`config.mk`:
```
export PLATFORM = sky130hd
export DESIGN_NAME = pong_engine
export DESIGN_NICKNAME = d
export VERILOG_FILES = /design/src/rtl/pong_pkg.sv /design/src/rtl/pong_paddle.sv /design/src/rtl/pong_ball.sv /design/src/rtl/pong_render.sv /design/src/rtl/pong_engine.sv
export SDC_FILE = /design/constraint.sdc
export NUM_CORES = 1
export LEC_CHECK = 0
export BUFFER_PORTS_ARGS = -buffer_cell sky130_fd_sc_hd__buf_2
export CORE_MARGIN = 10
export CORE_UTILIZATION = 25
export DETAILED_ROUTE_END_ITERATION = 12
export HOLD_SLACK_MARGIN = 0.05
export SYNTH_ARGS = -nofsm -noshare
export SYNTH_HDL_FRONTEND = slang
export SYNTH_SLANG_ARGS = --single-unit
```
`constraint.sdc`:
```
create_clock -name clk_i -period 7.6 [get_ports clk_i]
set_input_delay 1.52 -clock clk_i [delete_from_list [all_inputs] [get_ports clk_i]]
set_output_delay 1.52 -clock clk_i [all_outputs]
set_load 0.01 [all_outputs]
```
`src/rtl/pong_pkg.sv`:
```
package pong_pkg;
  typedef enum logic [1:0] {
    PIX_BG   = 2'd0,
    PIX_BALL = 2'd1,
    PIX_PAD  = 2'd2
  } pix_e;
endpackage

```
`src/rtl/pong_paddle.sv`:
```
module pong_paddle #(
  parameter int SCR_H    = 480,
  parameter int PAD_H    = 40,
  parameter int PAD_STEP = 4,
  parameter int YW       = 9
) (
  input  logic          clk_i,
  input  logic          rst_ni,
  input  logic          tick_i,
  input  logic          freeze_i,
  input  logic          up_i,
  input  logic          dn_i,
  output logic [YW-1:0] y_o
);
  localparam logic [YW-1:0] YMAX = YW'(SCR_H - PAD_H);
  localparam logic [YW-1:0] YCEN = YW'((SCR_H - PAD_H) / 2);
  localparam logic [YW-1:0] STEP = YW'(PAD_STEP);

  logic [YW-1:0] y_q, y_d;

  always_comb begin
    y_d = y_q;
    if (up_i && !dn_i)      y_d = (y_q < STEP) ? '0 : y_q - STEP;
    else if (dn_i && !up_i) y_d = (y_q > YMAX - STEP) ? YMAX : y_q + STEP;
  end

  always_ff @(posedge clk_i or negedge rst_ni) begin
    if (!rst_ni)                 y_q <= YCEN;
    else if (tick_i && !freeze_i) y_q <= y_d;
  end

  assign y_o = y_q;

  AST_PAD_RANGE: assert property (@(posedge clk_i) disable iff (!rst_ni)
    y_q <= YMAX);
  AST_PAD_IDLE: assert property (@(posedge clk_i) disable iff (!rst_ni)
    !tick_i |=> $stable(y_q));
  AST_PAD_FROZEN: assert property (@(posedge clk_i) disable iff (!rst_ni)
    freeze_i |=> $stable(y_q));
  AST_PAD_STEP: assert property (@(posedge clk_i) disable iff (!rst_ni)
    tick_i |=> ((YW+1)'(y_q) <= (YW+1)'($past(y_q)) + (YW+1)'(PAD_STEP)) &&
               ((YW+1)'(y_q) + (YW+1)'(PAD_STEP) >= (YW+1)'($past(y_q))));
endmodule

```
`src/rtl/pong_ball.sv`:
```
module pong_ball #(
  parameter int SCR_W     = 640,
  parameter int SCR_H     = 480,
  parameter int BALL_SZ   = 10,
  parameter int BALL_STEP = 3,
  parameter int PAD_H     = 40,
  parameter int PAD_W     = 10,
  parameter int PAD_X     = 20,
  parameter int WIN_SCORE = 5,
  parameter int XW        = 10,
  parameter int YW        = 9,
  parameter int SW        = 3
) (
  input  logic          clk_i,
  input  logic          rst_ni,
  input  logic          tick_i,
  input  logic [YW-1:0] pad_l_i,
  input  logic [YW-1:0] pad_r_i,
  output logic [XW-1:0] bx_o,
  output logic [YW-1:0] by_o,
  output logic [SW-1:0] score_l_o,
  output logic [SW-1:0] score_r_o,
  output logic          over_o
);
  localparam int XMAX = SCR_W - BALL_SZ;
  localparam int YMAX = SCR_H - BALL_SZ;
  localparam int XC   = XMAX / 2;
  localparam int YC   = YMAX / 2;
  localparam int RX   = SCR_W - PAD_X - PAD_W;
  localparam logic [SW-1:0] WIN_V = SW'(WIN_SCORE);

  logic [XW-1:0] bx_q, bx_d;
  logic [YW-1:0] by_q, by_d;
  logic          dx_q, dx_d, dy_q, dy_d; // 1: +x (right) / +y (down)
  logic [SW-1:0] sl_q, sl_d, sr_q, sr_d;
  logic          hit_l, hit_r;
  int            nx, ny;

  assign over_o = (sl_q == WIN_V) || (sr_q == WIN_V);

  always_comb begin
    nx   = int'(bx_q) + (dx_q ? BALL_STEP : -BALL_STEP);
    ny   = int'(by_q) + (dy_q ? BALL_STEP : -BALL_STEP);
    dx_d = dx_q;
    dy_d = dy_q;
    sl_d = sl_q;
    sr_d = sr_q;
    if (ny < 0) begin
      ny = 0; dy_d = 1'b1;
    end else if (ny > YMAX) begin
      ny = YMAX; dy_d = 1'b0;
    end
    hit_l = !dx_q && (nx < PAD_X + PAD_W) && (nx + BALL_SZ > PAD_X) &&
            (ny + BALL_SZ > int'(pad_l_i)) && (ny < int'(pad_l_i) + PAD_H);
    hit_r = dx_q && (nx + BALL_SZ > RX) && (nx < RX + PAD_W) &&
            (ny + BALL_SZ > int'(pad_r_i)) && (ny < int'(pad_r_i) + PAD_H);
    if (hit_l) begin
      nx = PAD_X + PAD_W; dx_d = 1'b1;
    end else if (hit_r) begin
      nx = RX - BALL_SZ; dx_d = 1'b0;
    end else if (nx < 0) begin
      sr_d = sr_q + 1'b1; nx = XC; ny = YC; dx_d = 1'b0;
    end else if (nx > XMAX) begin
      sl_d = sl_q + 1'b1; nx = XC; ny = YC; dx_d = 1'b1;
    end
    bx_d = XW'(nx);
    by_d = YW'(ny);
  end

  always_ff @(posedge clk_i or negedge rst_ni) begin
    if (!rst_ni) begin
      bx_q <= XW'(XC);
      by_q <= YW'(YC);
      dx_q <= 1'b1;
      dy_q <= 1'b1;
      sl_q <= '0;
      sr_q <= '0;
    end else if (tick_i && !over_o) begin
      bx_q <= bx_d;
      by_q <= by_d;
      dx_q <= dx_d;
      dy_q <= dy_d;
      sl_q <= sl_d;
      sr_q <= sr_d;
    end
  end

  assign bx_o      = bx_q;
  assign by_o      = by_q;
  assign score_l_o = sl_q;
  assign score_r_o = sr_q;

  AST_BALL_IN_FIELD: assert property (@(posedge clk_i) disable iff (!rst_ni)
    int'(by_q) <= YMAX && int'(bx_q) <= XMAX);
  AST_BALL_IDLE: assert property (@(posedge clk_i) disable iff (!rst_ni)
    !tick_i |=> $stable(bx_q) && $stable(by_q));
  AST_FREEZE: assert property (@(posedge clk_i) disable iff (!rst_ni)
    over_o |=> $stable(bx_q) && $stable(by_q) && $stable(sl_q) && $stable(sr_q));
  AST_SCORE_STEP: assert property (@(posedge clk_i) disable iff (!rst_ni)
    1'b1 |=> (sl_q == $past(sl_q) || sl_q == SW'($past(sl_q) + 1'b1)) &&
             (sr_q == $past(sr_q) || sr_q == SW'($past(sr_q) + 1'b1)));
  AST_ONE_GOAL: assert property (@(posedge clk_i) disable iff (!rst_ni)
    1'b1 |=> !((sl_q != $past(sl_q)) && (sr_q != $past(sr_q))));
endmodule

```
`src/rtl/pong_render.sv`:
```
module pong_render #(
  parameter int SCR_W   = 640,
  parameter int BALL_SZ = 10,
  parameter int PAD_H   = 40,
  parameter int PAD_W   = 10,
  parameter int PAD_X   = 20,
  parameter int XW      = 10,
  parameter int YW      = 9
) (
  input  logic [XW-1:0]   px_x_i,
  input  logic [YW-1:0]   px_y_i,
  input  logic [XW-1:0]   bx_i,
  input  logic [YW-1:0]   by_i,
  input  logic [YW-1:0]   pad_l_i,
  input  logic [YW-1:0]   pad_r_i,
  output pong_pkg::pix_e  pix_o
);
  localparam int RX = SCR_W - PAD_X - PAD_W;

  logic in_ball, in_l, in_r;
  int   x, y;

  always_comb begin
    x       = int'(px_x_i);
    y       = int'(px_y_i);
    in_ball = (x >= int'(bx_i)) && (x < int'(bx_i) + BALL_SZ) &&
              (y >= int'(by_i)) && (y < int'(by_i) + BALL_SZ);
    in_l    = (x >= PAD_X) && (x < PAD_X + PAD_W) &&
              (y >= int'(pad_l_i)) && (y < int'(pad_l_i) + PAD_H);
    in_r    = (x >= RX) && (x < RX + PAD_W) &&
              (y >= int'(pad_r_i)) && (y < int'(pad_r_i) + PAD_H);
    if (in_ball)            pix_o = pong_pkg::PIX_BALL;
    else if (in_l || in_r)  pix_o = pong_pkg::PIX_PAD;
    else                    pix_o = pong_pkg::PIX_BG;
  end
endmodule

```
`src/rtl/pong_engine.sv`:
```
module pong_engine #(
  parameter int SCR_W     = 640,
  parameter int SCR_H     = 480,
  parameter int BALL_SZ   = 10,
  parameter int BALL_STEP = 3,
  parameter int PAD_H     = 40,
  parameter int PAD_W     = 10,
  parameter int PAD_X     = 20,
  parameter int PAD_STEP  = 4,
  parameter int WIN_SCORE = 5,
  localparam int XW = $clog2(SCR_W),
  localparam int YW = $clog2(SCR_H),
  localparam int SW = $clog2(WIN_SCORE + 1)
) (
  input  logic          clk_i,
  input  logic          rst_ni,
  input  logic          vsync_i,
  input  logic          l_up_i,
  input  logic          l_dn_i,
  input  logic          r_up_i,
  input  logic          r_dn_i,
  input  logic [XW-1:0] px_x_i,
  input  logic [YW-1:0] px_y_i,
  output logic [1:0]    pix_o,
  output logic [SW-1:0] score_l_o,
  output logic [SW-1:0] score_r_o,
  output logic          game_over_o
);
  logic          vs_q, tick, over;
  logic [1:0]    up, dn;
  logic [YW-1:0] pad_y [2];
  logic [XW-1:0] bx;
  logic [YW-1:0] by;
  pong_pkg::pix_e pix;

  always_ff @(posedge clk_i or negedge rst_ni) begin
    if (!rst_ni) vs_q <= 1'b0;
    else         vs_q <= vsync_i;
  end
  assign tick = vsync_i && !vs_q;

  assign up = {r_up_i, l_up_i};
  assign dn = {r_dn_i, l_dn_i};

  for (genvar g = 0; g < 2; g++) begin : g_pad
    pong_paddle #(
      .SCR_H(SCR_H), .PAD_H(PAD_H), .PAD_STEP(PAD_STEP), .YW(YW)
    ) u_pad (
      .clk_i(clk_i), .rst_ni(rst_ni), .tick_i(tick), .freeze_i(over),
      .up_i(up[g]), .dn_i(dn[g]), .y_o(pad_y[g])
    );
  end

  pong_ball #(
    .SCR_W(SCR_W), .SCR_H(SCR_H), .BALL_SZ(BALL_SZ), .BALL_STEP(BALL_STEP),
    .PAD_H(PAD_H), .PAD_W(PAD_W), .PAD_X(PAD_X), .WIN_SCORE(WIN_SCORE),
    .XW(XW), .YW(YW), .SW(SW)
  ) u_ball (
    .clk_i(clk_i), .rst_ni(rst_ni), .tick_i(tick),
    .pad_l_i(pad_y[0]), .pad_r_i(pad_y[1]),
    .bx_o(bx), .by_o(by), .score_l_o(score_l_o), .score_r_o(score_r_o),
    .over_o(over)
  );

  pong_render #(
    .SCR_W(SCR_W), .BALL_SZ(BALL_SZ), .PAD_H(PAD_H), .PAD_W(PAD_W),
    .PAD_X(PAD_X), .XW(XW), .YW(YW)
  ) u_render (
    .px_x_i(px_x_i), .px_y_i(px_y_i), .bx_i(bx), .by_i(by),
    .pad_l_i(pad_y[0]), .pad_r_i(pad_y[1]), .pix_o(pix)
  );

  assign pix_o       = pix;
  assign game_over_o = over;

  AST_TICK_SINGLE: assert property (@(posedge clk_i) disable iff (!rst_ni)
    tick |=> !tick);
endmodule

```
; ---- Word-level counts from Yosys, hierarchy flattened
; Cells that the tools add are included.
[totals]
register_bits = 46
latchBits = 0
mem_bits_rw = 0
romBits = 0
inputBits = 26
out_inout_bits = 9
mem_count = 0
[op_classes]
addsub = 14
mul = 0
div_mod_pow = 0
n_lt_le_gt_ge = 28
eq_ne = 2
shift = 0
muxes = 28
bitwise_logic = 3
reduce_logical = 42
[op_table]
columns = cell, count
row1 = $mux W32, 4
row2 = $mux W9, 12
row3 = $lt A10 B32 Y1, 3
row4 = $add A32 B5 Y32 const B, 2
row5 = $gt A32 B10 Y1, 2
row6 = $gt A32 B11 Y1 const B, 2
row7 = $lt A32 B1 Y1 const B, 2
row8 = $lt A32 B11 Y1, 2
row9 = $mux W10, 4
row10 = $add A10 B32 Y32, 1
row11 = $add A11 B32 Y32, 1
row12 = $gt A32 B10 Y1 const B, 1
row13 = $gt A32 B6 Y1 const B, 1
row14 = $lt A11 B32 Y1, 1
row15 = $lt A32 B11 Y1 const B, 1
row16 = $lt A32 B6 Y1 const B, 1
row17 = $ge A9 B9 Y1, 3
row18 = $logic_and A1 B1 Y1, 23
row19 = $add A9 B6 Y10 const B, 2
row20 = $add A9 B3 Y9 const B, 2
row21 = $gt A9 B9 Y1 const B, 2
row22 = $lt A9 B3 Y1 const B, 2
row23 = $sub A9 B3 Y9 const B, 2
row24 = $add A10 B4 Y11 const B, 1
row25 = other kinds (18), 40

; ---- Longest topological paths before layout
; Gate-level depths: netlist of run 1.
[depth]
depth_word = 11
depth_mapped = 28

; ---- Cells and area by module
; From an unflattened synthesis of run 1, not the netlist that was laid out.
[unflattened]
cells_unflattened = 1002
area_unflattened_um2 = 8069.0
[modules_own_cells]
columns = mod, instances, cells_per_inst, area_each_um2, seq_area_each_um2
row1 = pong_ball, 1, 575, 4657.0, 693.2
row2 = pong_render, 1, 267, 2011.9, 0.0
row3 = pong_paddle, 2, 79, 680.7, 181.4
row4 = pong_engine, 1, 2, 38.8, 25.0

; ---- Worst setup path before layout of run 1
; OpenSTA, ideal clock, no wires.
[synth_path]
path_type = register -> register
from = register u_ball.dy_q
to = register u_ball.bx_q[7] (netlist: u_ball.bx_o[7])
arrival_ns = 5.756
t_required_ns = 7.474
setup_slack_ns = 1.717
path_stages_with_launch = 28
path_buffers = 1
cell_sequence = dfstp_2 > inv_1 > ha_1 > a21o_1 > a221oi_1 > nand2_1 > a21oi_1 > or2_2 > ha_1 > nand2_1 > nor4_1 > nand4b_1 > nor2_1 > a31oi_1 > ha_1 > xnor2_1 > ha_1 > o21a_1 > o21a_1 > o21a_1 > o21a_1 > o21a_1 > o21ai_0 > a211o_1 > nor4_1 > o21a_1 > buf_6 > o21ai_0
[synth_via]
elab_chain_len = 11
elab_cells_between_ends = 17
cone_classes = add/sub: 2 / order compare: 6 / mux: 5 / reduce/logical: 4
[synth_rtl]
columns = item, line
row1 = start: declaration, pong_ball.sv:34  ; logic dx_q, dx_d, dy_q, dy_d;
row2 = start signal: assignment, pong_ball.sv:82  ; dy_q <= dy_d;
row3 = $mux W32 (*), pong_ball.sv:43  ; ny = int'(by_q) + (dy_q ? BALL_STEP : -BALL_STEP);
row4 = $add A10 B32 Y32 (*), pong_ball.sv:43
row5 = $gt A32 B10 Y1, pong_ball.sv:50  ; end else if (ny > YMAX) begin
row6 = $mux W32, pong_ball.sv:50
row7 = $mux W32 (*), pong_ball.sv:48  ; if (ny < 0) begin
row8 = $add A32 B5 Y32, "pong_ball.sv:54, pong_ball.sv:56"
row9 = $gt A32 B10 Y1, pong_ball.sv:56  ; (ny + BALL_SZ > int'(pad_r_i)) && (ny < int'(pad_r_i) + PAD_H);
row10 = $logic_and A1 B1 Y1, pong_ball.sv:55  ; hit_r = dx_q && (nx + BALL_SZ > RX) && (nx < RX + PAD_W) &&
row11 = $logic_and A1 B1 Y1, pong_ball.sv:56
row12 = $mux W10, pong_ball.sv:59  ; end else if (hit_r) begin
row13 = $mux W10 (*), pong_ball.sv:57  ; if (hit_l) begin
row14 = end signal: assignment, pong_ball.sv:72  ; bx_q <= XW'(XC);
row15 = end: declaration, pong_ball.sv:32  ; logic [XW-1:0] bx_q, bx_d;
; Mark *: on every way between the ends. The rest lies on a longest branch, timed or not.
; A chain may end at the register's enable or synchronous reset.

; ---- Worst setup path in the final report of run 1
; Ends and elaborated chain as after synthesis.

==> flow_summary.ini, run 1 <==
[place]
place_ws_ns = 0.595
place.port_buffers = 34
placed_cells = 1358
hpwl_um = 18000
gp_congestion = 0.913

[timing]
maxSlewViolCount = 0
tightest_slew_ns = 0.945
tns_ns = 0
fin_hold_ws_ns = 0.511
fin_crit_sh = 0.912
max_freq_mhz = 144
rsz0062_at_grt = no
fin_skew_ns = 0.00580
layout_setup_ws_ns = 0.671
maxSlewHeadroom = 0.354
hold_viol = 0
setup-violations-final = 0
period_needed_ns = 6.93

[floorplanning]
initial_core_util = 0.253
ioPinCount = 35
coreArea_mm2 = 0.0305
die_h_um = 196
row_count = 64
die_area_mm2 = 0.0383
die_w_um = 196

[layout]
fillers = 3241
nets = 1152
syn2layout_area_growth_pct = 9.54
seq_area_mm2 = 0.00108
multiInputGateArea_mm2 = 0.00628
drive_gt1_frac = 0.122
fin_cells = 1367

[worst_setup_path]
worst-path-buf-inv = 1
critPathMaxFanout = 22
critPathTopFamily = compound AO/OA/AOI/OAI gates
cp.arrival_ns = 7.10
crit_path_top_delay_cell = dfstp_2
crit_type = reg -> reg
max_stage_delay_ns = 0.58
rr_worst_depth = 25
reg2reg_slack_ns = 0.67
rr_endpoint = u_ball.bx_o[7]
critical_path_required_ns = 7.77
cp-end-kind = register
crit_top_cell = o21a_1
r2r-start = u_ball.dy_q
critPathLaunchType = register

[global_route]
first_global_vias = 6934
gr-total-overflow = 0
grt_util_all_layers = 0.113
grt_pass1_wl_um = 36400
antenna_found_initial = 2
grt_max_degree = 43

[drt]
finalWirelength_um = 22300
firstDrtPassIters = 5
routedWlPerCell_um = 16.3
via_per_inst = 5.31
ant_nets = 0
vias = 7256
drcViolationCount = 0
drt_iter0_markers = 456

[clock_network]
cts_made_buffers = 5
hold_buffers = 0
htreeDepth = 2
cts_tree = done
cts_resized = 0
clk_latency_ns = 0.30
clock-root-buffer = clkbuf_16
clkTransAtPathRegs_ns = 0.08
postCtsSetupRepairBufs = 0
cts.sinks = 42
clockBufferDepth = 2

[yosys]
synth_warnings = 0
netlist_instances = 950
synth_most_common_cell = ha_1
netlist.area_leader.share = 0.248
syn_area_per_cell_um2 = 8.13
ys_types = 91
yosys.area.top_type = ha_1
syn_area_mm2 = 0.00772
synth-main-ff-cell = dfstp_2
synth.area.top_cells = ha_1 25%, dfstp_2 8.2%, dfrtp_1 5.8%
synth-edff-count = 0
synthTopCellsByCount = 153 x ha_1, 71 x nand2_1, 65 x a21oi_1, 63 x inv_1, 56 x nor2_1
async_reset_ff_frac = 1.00
ys_ff_latch = 42
ys_seq_area_frac = 0.140

[hold_path]
holdPathEnd = u_ball.score_l_o[2]
hold_depth = 1
hold_start = u_ball.score_l_o[2]
worstHoldPathType = reg -> reg

[job]
drv_cap = 0

[outcome]
status = finished, final reports clean
==> state kept, by name, indices dropped and copies added, names as in the netlist <==
register / flops
g_pad.u_pad.y_o: 14
u_ball.bx_o: 10
u_ball.by_o: 9
u_ball.dx_q: 1
u_ball.dy_q: 1
u_ball.score_l_o: 3
u_ball.score_r_o: 3
vs_q: 1
==> cell usage in the layout (no fill, tap or decap), drive strengths merged, types with 11 or more instances in the layout <==
cell,n
nor4,15
nand2b,12
nor3,29
a21o,32
nand2,71
nand4,14
and3,11
o21a,36
a31oi,14
inv,65
a21oi,66
xor2,12
o21ai,56
dfrtp,18
mux2i,13
or2,13
buf,39
xnor2,33
ha,153
nand3,27
nor2,57
dfstp,24
==> routing by layer <==
layer | vias up | GRT usage | part of all wire
li1 | 3597 | - | -
met1 | 3402 | 0.152 | 0.47
met2 | 234 | 0.185 | 0.46
met3 | 23 | 0.0164 | 0.053
met4 | 0 | 0.0255 | 0.012
met5 | - | 0 | 0
==> logic make-up (layout without fill, tap and decap cells) <==
family                   Yosys count  count (layout)  synth area share
AO/OA/AOI/OAI                    303             303             0.279
AND/OR/NAND/NOR                  295             295             0.202
adder cells (fa/ha/maj)          157             157             0.258
buffers and inverters             92             111            0.0485
XOR/XNOR                          45              45            0.0520
flip-flops                        42              42             0.140
multiplexers                      15              15            0.0198
other                              1               3          0.000486
==> worst reg2reg max path, stage by stage, from the launching register on <==
cell and delay (ns):
dfstp_2 0.58, inv_1 0.33, ha_1 0.55, and3_1 0.24, a221oi_1 0.14, a21oi_1 0.31, o21ai_0 0.13, ha_1 0.40
nand4bb_1 0.27, nor4_1 0.24, nand4b_1 0.21, nor2_2 0.36, a31oi_1 0.34, ha_1 0.35, xnor2_1 0.16, ha_1 0.30
o21a_1 0.12, o21a_1 0.12, o21a_1 0.12, o21a_1 0.11, o21a_1 0.11, o21ai_0 0.09, a211o_1 0.32, nor4_1 0.36
o21a_1 0.41, o21ai_0 0.16
==> cell type report <==
class	count	area share
inverter	64	0.0284
clock buffer	5	0.0148
antenna	1	0.000296
sequential	42	0.128
multi-input combinational	817	0.742
tap	396	0.0586
clock inverter	3	0.00340
timing repair buffer	39	0.0246
==> through the flow <==
stage / cell area, um2 / utilization
2_1_floorplan: 7720 / -
6_report: 8460 / 0.277
4_1_cts: 8450 / 0.277
5_1_grt: 8460 / 0.277
3_3_place_gp: 8300 / 0.272
3_5_place_dp: 8300 / 0.272
==> worst max-delay path by stage <==
stage,depth (start not counted),start,slack (ns),end
global placement,26,u_ball.dy_q,0.86,u_ball.bx_o[7]
CTS,26,u_ball.dy_q,0.56,u_ball.bx_o[7]
finish,25,u_ball.dy_q,0.67,u_ball.bx_o[7]
global route,25,u_ball.dy_q,0.12,u_ball.bx_o[7]
floorplan,27,u_ball.dy_q,1.72,u_ball.bx_o[7]
detailed placement,26,u_ball.dy_q,0.60,u_ball.bx_o[7]
Power of run 1 is not shown: default switching activity piles up to over one toggle a cycle in this logic, so the estimate is an artifact.
==> run 2: changes to the inputs <==
--- a/config.mk
+++ b/config.mk
@@ -10,6 +10,7 @@
 export CORE_UTILIZATION = 25
 export DETAILED_ROUTE_END_ITERATION = 12
 export HOLD_SLACK_MARGIN = 0.05
+export PLACE_DENSITY = 0.48
 export SYNTH_ARGS = -nofsm -noshare
 export SYNTH_HDL_FRONTEND = slang
 export SYNTH_SLANG_ARGS = --single-unit
==> flow_summary.ini, run 2 (synthesis results as in run 1) <==
[clock_network]
clockBufferDepth = 2
hold_buffers = 0
cts_made_buffers = 5
cts_tree = done
clock-root-buffer = clkbuf_16
cts.sinks = 42
postCtsSetupRepairBufs = 0
clkTransAtPathRegs_ns = 0.08
clk_latency_ns = 0.30
htreeDepth = 2

[timing]
maxSlewViolCount = 0
setup-violations-final = 0
tns_ns = 0
max_freq_mhz = 147
hold_viol = 0
fin_crit_sh = 0.892
fin_skew_ns = 0.00871
fin_hold_ws_ns = 0.501
rsz0062_at_grt = no
tightest_slew_ns = 0.897
period_needed_ns = 6.78
maxSlewHeadroom = 0.396

[global_route]
grt_pass1_wl_um = 38200
grt_util_all_layers = 0.120
first_global_vias = 6820
antenna_found_initial = 1
grt_max_degree = 43
gr-total-overflow = 0

[floorplanning]
die_w_um = 196
row_count = 64
coreArea_mm2 = 0.0305
initial_core_util = 0.253
die_h_um = 196
ioPinCount = 35
die_area_mm2 = 0.0383

[layout]
largest_reg_flops = 14
final_cell_mix = 153 x ha_1, 71 x nand2_1, 65 x a21oi_1, 63 x inv_1, 55 x nor2_1
nets = 1154
syn2layout_area_growth_pct = 9.72
drive_gt1_frac = 0.124
final_common_cell = ha_1
diodes = 0

[place]
gp_congestion = 0.852
place.port_buffers = 34
hpwl_um = 18900

[job]
drv_cap = 0

[worst_setup_path]
cp-end-kind = register
reg2reg_slack_ns = 0.82
critPathMaxFanout = 22
rr_endpoint = u_ball.bx_o[7]
rr_worst_depth = 26
crit_type = reg -> reg
critical_path_required_ns = 7.77
r2r-start = u_ball.dy_q
critPathLaunchType = register
cp.arrival_ns = 6.95

[drt]
routedWlPerCell_um = 17.4
via_per_inst = 5.22
ant_nets = 0
vias = 7139
drt_iter0_markers = 461
firstDrtPassIters = 4
drcViolationCount = 0
finalWirelength_um = 23800

[outcome]
status = finished, final reports clean

[hold_path]
holdPathEnd = u_ball.score_l_o[2]
worstHoldPathType = reg -> reg
hold_depth = 1
hold_start = u_ball.score_l_o[2]
run 2: cell count changes in the layout (fill, tap and decap cells not counted):
| cell | before | now |
|---|---|---|
| a31oi_1 | 14 | 13 |
| a31oi_2 | 0 | 1 |
| buf_4 | 5 | 7 |
| clkinv_4 | 1 | 0 |
| clkinvlp_4 | 0 | 2 |
| diode_2 | 1 | 0 |
| inv_8 | 1 | 0 |
run 2: final cells by class:
class	instances	area, um2
Tap cell	396	495
Fill cell	3259	22000
Clock inverter	3	23.8
Timing Repair Buffer	41	223
Multi-Input combinational cell	817	6280
Clock buffer	5	125
Inverter	64	240
Sequential cell	42	1080
run 2: what timing repair did:
item,4_1_cts,5_1_grt
gates resized for setup,0,2
setup endpoints to repair,0,9
hold endpoints to repair,0,0
run 2: per-layer routing:
metal,vias to the layer above,wire length (um),track usage
li1,3610,-,-
met1,3392,11600,0.162
met2,123,11200,0.203
met3,12,759,0.0128
met4,2,212,0.0223
met5,-,13,0
run 2: stage by stage:
step	instances	setup slack [ns]	util	instance area [um2]
5_1_grt	1368	0.0886	0.278	8470
6_report	1368	0.820	0.278	8470
3_5_place_dp	1360	0.633	0.273	8310
3_3_place_gp	1360	0.829	0.273	8310
2_1_floorplan	951	1.72	-	7720
4_1_cts	1368	0.570	0.277	8460
run 2: worst max-delay path by stage:
stage	start	to	slack [ns]	depth (start not counted)
finish	u_ball.dy_q	u_ball.bx_o[7]	0.82	26
global route	u_ball.dy_q	u_ball.bx_o[7]	0.09	25
CTS	u_ball.dy_q	u_ball.bx_o[7]	0.57	26
detailed placement	u_ball.dy_q	u_ball.bx_o[7]	0.63	26
global placement	u_ball.dy_q	u_ball.bx_o[7]	0.83	26
floorplan	u_ball.dy_q	u_ball.bx_o[7]	1.72	27
run 2: critical path, stage by stage (launching register included):
cell and delay [ns]:
dfstp_2 0.58, inv_1 0.32, ha_1 0.50, nand3_1 0.10, o22ai_1 0.27, nand2_1 0.10, a21oi_1 0.30, o21ai_0 0.13
ha_1 0.41, nand4bb_1 0.28, nor4_1 0.18, nand4b_1 0.19, nor2_2 0.37, a31oi_2 0.29, ha_1 0.32, xnor2_1 0.17
ha_1 0.30, o21a_1 0.13, o21a_1 0.11, o21a_1 0.11, o21a_1 0.11, o21a_1 0.10, o21ai_0 0.06, a211o_1 0.31
nor4_1 0.35, o21a_1 0.42, o21ai_0 0.15
Power of run 2 is left out for the same reason.
==> run 3: changes to the inputs <==
--- a/config.mk
+++ b/config.mk
@@ -9,7 +9,9 @@
 export CORE_MARGIN = 10
 export CORE_UTILIZATION = 25
 export DETAILED_ROUTE_END_ITERATION = 12
+export GPL_ROUTABILITY_DRIVEN = 0
 export HOLD_SLACK_MARGIN = 0.05
+export MAX_ROUTING_LAYER = met4
 export PLACE_DENSITY = 0.48
 export SYNTH_ARGS = -nofsm -noshare
 export SYNTH_HDL_FRONTEND = slang
==> flow_summary.ini, run 3 (synthesis results as in run 1) <==
[worst_setup_path]
critical_path_required_ns = 7.77
r2r-start = u_ball.dy_q
rr_endpoint = u_ball.bx_o[7]
reg2reg_slack_ns = 0.81
endpoint = u_ball.bx_o[7]
cp.arrival_ns = 6.96
critPathLaunchType = register
crit_type = reg -> reg
startpoint = u_ball.dy_q
critPathMaxFanout = 22
rr_worst_depth = 26
cp-end-kind = register

[global_route]
gr-total-overflow = 0
grt_util_all_layers = 0.124
grt_max_degree = 43
first_global_vias = 6827
grt_pass1_wl_um = 38200
antenna_found_initial = 1

[layout]
fin_area_mm2 = 0.00847
seq_area_mm2 = 0.00108
final_cell_mix = 153 x ha_1, 71 x nand2_1, 65 x a21oi_1, 63 x inv_1, 55 x nor2_1
fillers = 3258
drive_gt1_frac = 0.124
post-route-util = 0.278
multiInputGateArea_mm2 = 0.00628
syn2layout_area_growth_pct = 9.76
final_common_cell = ha_1
nets = 1154
largest_reg_flops = 14

[floorplanning]
die_area_mm2 = 0.0383
row_count = 64
ioPinCount = 35
die_h_um = 196
initial_core_util = 0.253
die_w_um = 196
coreArea_mm2 = 0.0305

[drt]
via_per_inst = 5.22
drcViolationCount = 0
vias = 7149
finalWirelength_um = 23800
firstDrtPassIters = 6
ant_nets = 0
routedWlPerCell_um = 17.4
drt_iter0_markers = 443

[clock_network]
cts.sinks = 42
hold_buffers = 0
cts_tree = done
postCtsSetupRepairBufs = 0
clock-root-buffer = clkbuf_16
clkTransAtPathRegs_ns = 0.08
clk_latency_ns = 0.30
htreeDepth = 2
clockBufferDepth = 2
cts_made_buffers = 5

[timing]
fin_crit_sh = 0.894
max_freq_mhz = 147
tns_ns = 0
setup-violations-final = 0
period_needed_ns = 6.79
fin_skew_ns = 0.0108
maxSlewViolCount = 0
hold_viol = 0
maxSlewHeadroom = 0.410
tightest_slew_ns = 0.877
rsz0062_at_grt = no

[hold_path]
worstHoldPathType = reg -> reg

[place]
placed_area_mm2 = 0.00831
place.port_buffers = 34
hpwl_um = 18900

[job]
drv_cap = 0

[outcome]
status = finished, final reports clean
==> run 3: cell types whose count changed in the layout (fill, tap and decap cells not counted) <==
cell and delta:
diode_2 +1
==> run 3: layout make-up <==
type	instances	area share
diodes	1	0.000295
clock buffers	5	0.0148
clock inverters	3	0.00281
inverters	64	0.0283
multi-input cells	817	0.741
flip-flops and latches	42	0.128
well taps	396	0.0585
repair buffers	41	0.0263
==> run 3: per-stage QoR <==
step | hold WS [ns] | setup WS [ns] | cells
finish | 0.502 | 0.807 | 1369
global route | 0.536 | 0.0900 | 1369
CTS | 0.504 | 0.570 | 1368
detailed placement | 0.492 | 0.633 | 1360
global placement | 0.491 | 0.829 | 1360
floorplan | 0.478 | 1.72 | 951
==> run 3: what timing repair did <==
item | CTS | global route
gates resized for setup | 0 | 2
endpoints found under the setup margin | 0 | 9
hold endpoints to repair | 0 | 0
==> run 3: worst min-delay path by stage <==
stage | from | depth (start not counted) | slack, ns | endpoint
final | u_ball.score_l_o[2] | 1 | 0.50 | u_ball.score_l_o[2]
after global routing | u_ball.score_l_o[2] | 1 | 0.54 | u_ball.score_l_o[2]
after CTS | u_ball.score_l_o[2] | 1 | 0.50 | u_ball.score_l_o[2]
after detailed placement | u_ball.score_l_o[2] | 1 | 0.49 | u_ball.score_l_o[2]
after global placement | u_ball.score_l_o[2] | 1 | 0.49 | u_ball.score_l_o[2]
after floorplan | u_ball.bx_o[7] | 2 | 0.48 | u_ball.bx_o[7]
==> run 3: per-layer routing <==
layer / GRT usage / vias to the layer above / part of all wire
met4: 0.0223 / 0 / 0.0098
met1: 0.163 / 3389 / 0.49
met2: 0.203 / 136 / 0.47
met5: - / - / 0
li1: - / 3608 / -
met3: 0.0121 / 16 / 0.034
==> run 3: critical path, cell delays in order (launching register included) <==
cell,delay [ns]
dfstp_2,0.58
inv_1,0.32
ha_1,0.50
nand3_1,0.10
o22ai_1,0.27
nand2_1,0.10
a21oi_1,0.30
o21ai_0,0.13
ha_1,0.41
nand4bb_1,0.28
nor4_1,0.18
nand4b_1,0.19
nor2_2,0.38
a31oi_2,0.29
ha_1,0.32
xnor2_1,0.17
ha_1,0.31
o21a_1,0.13
o21a_1,0.11
o21a_1,0.11
o21a_1,0.11
o21a_1,0.10
o21ai_0,0.06
a211o_1,0.31
nor4_1,0.35
o21a_1,0.42
o21ai_0,0.15
Power of run 3 is left out for the same reason.
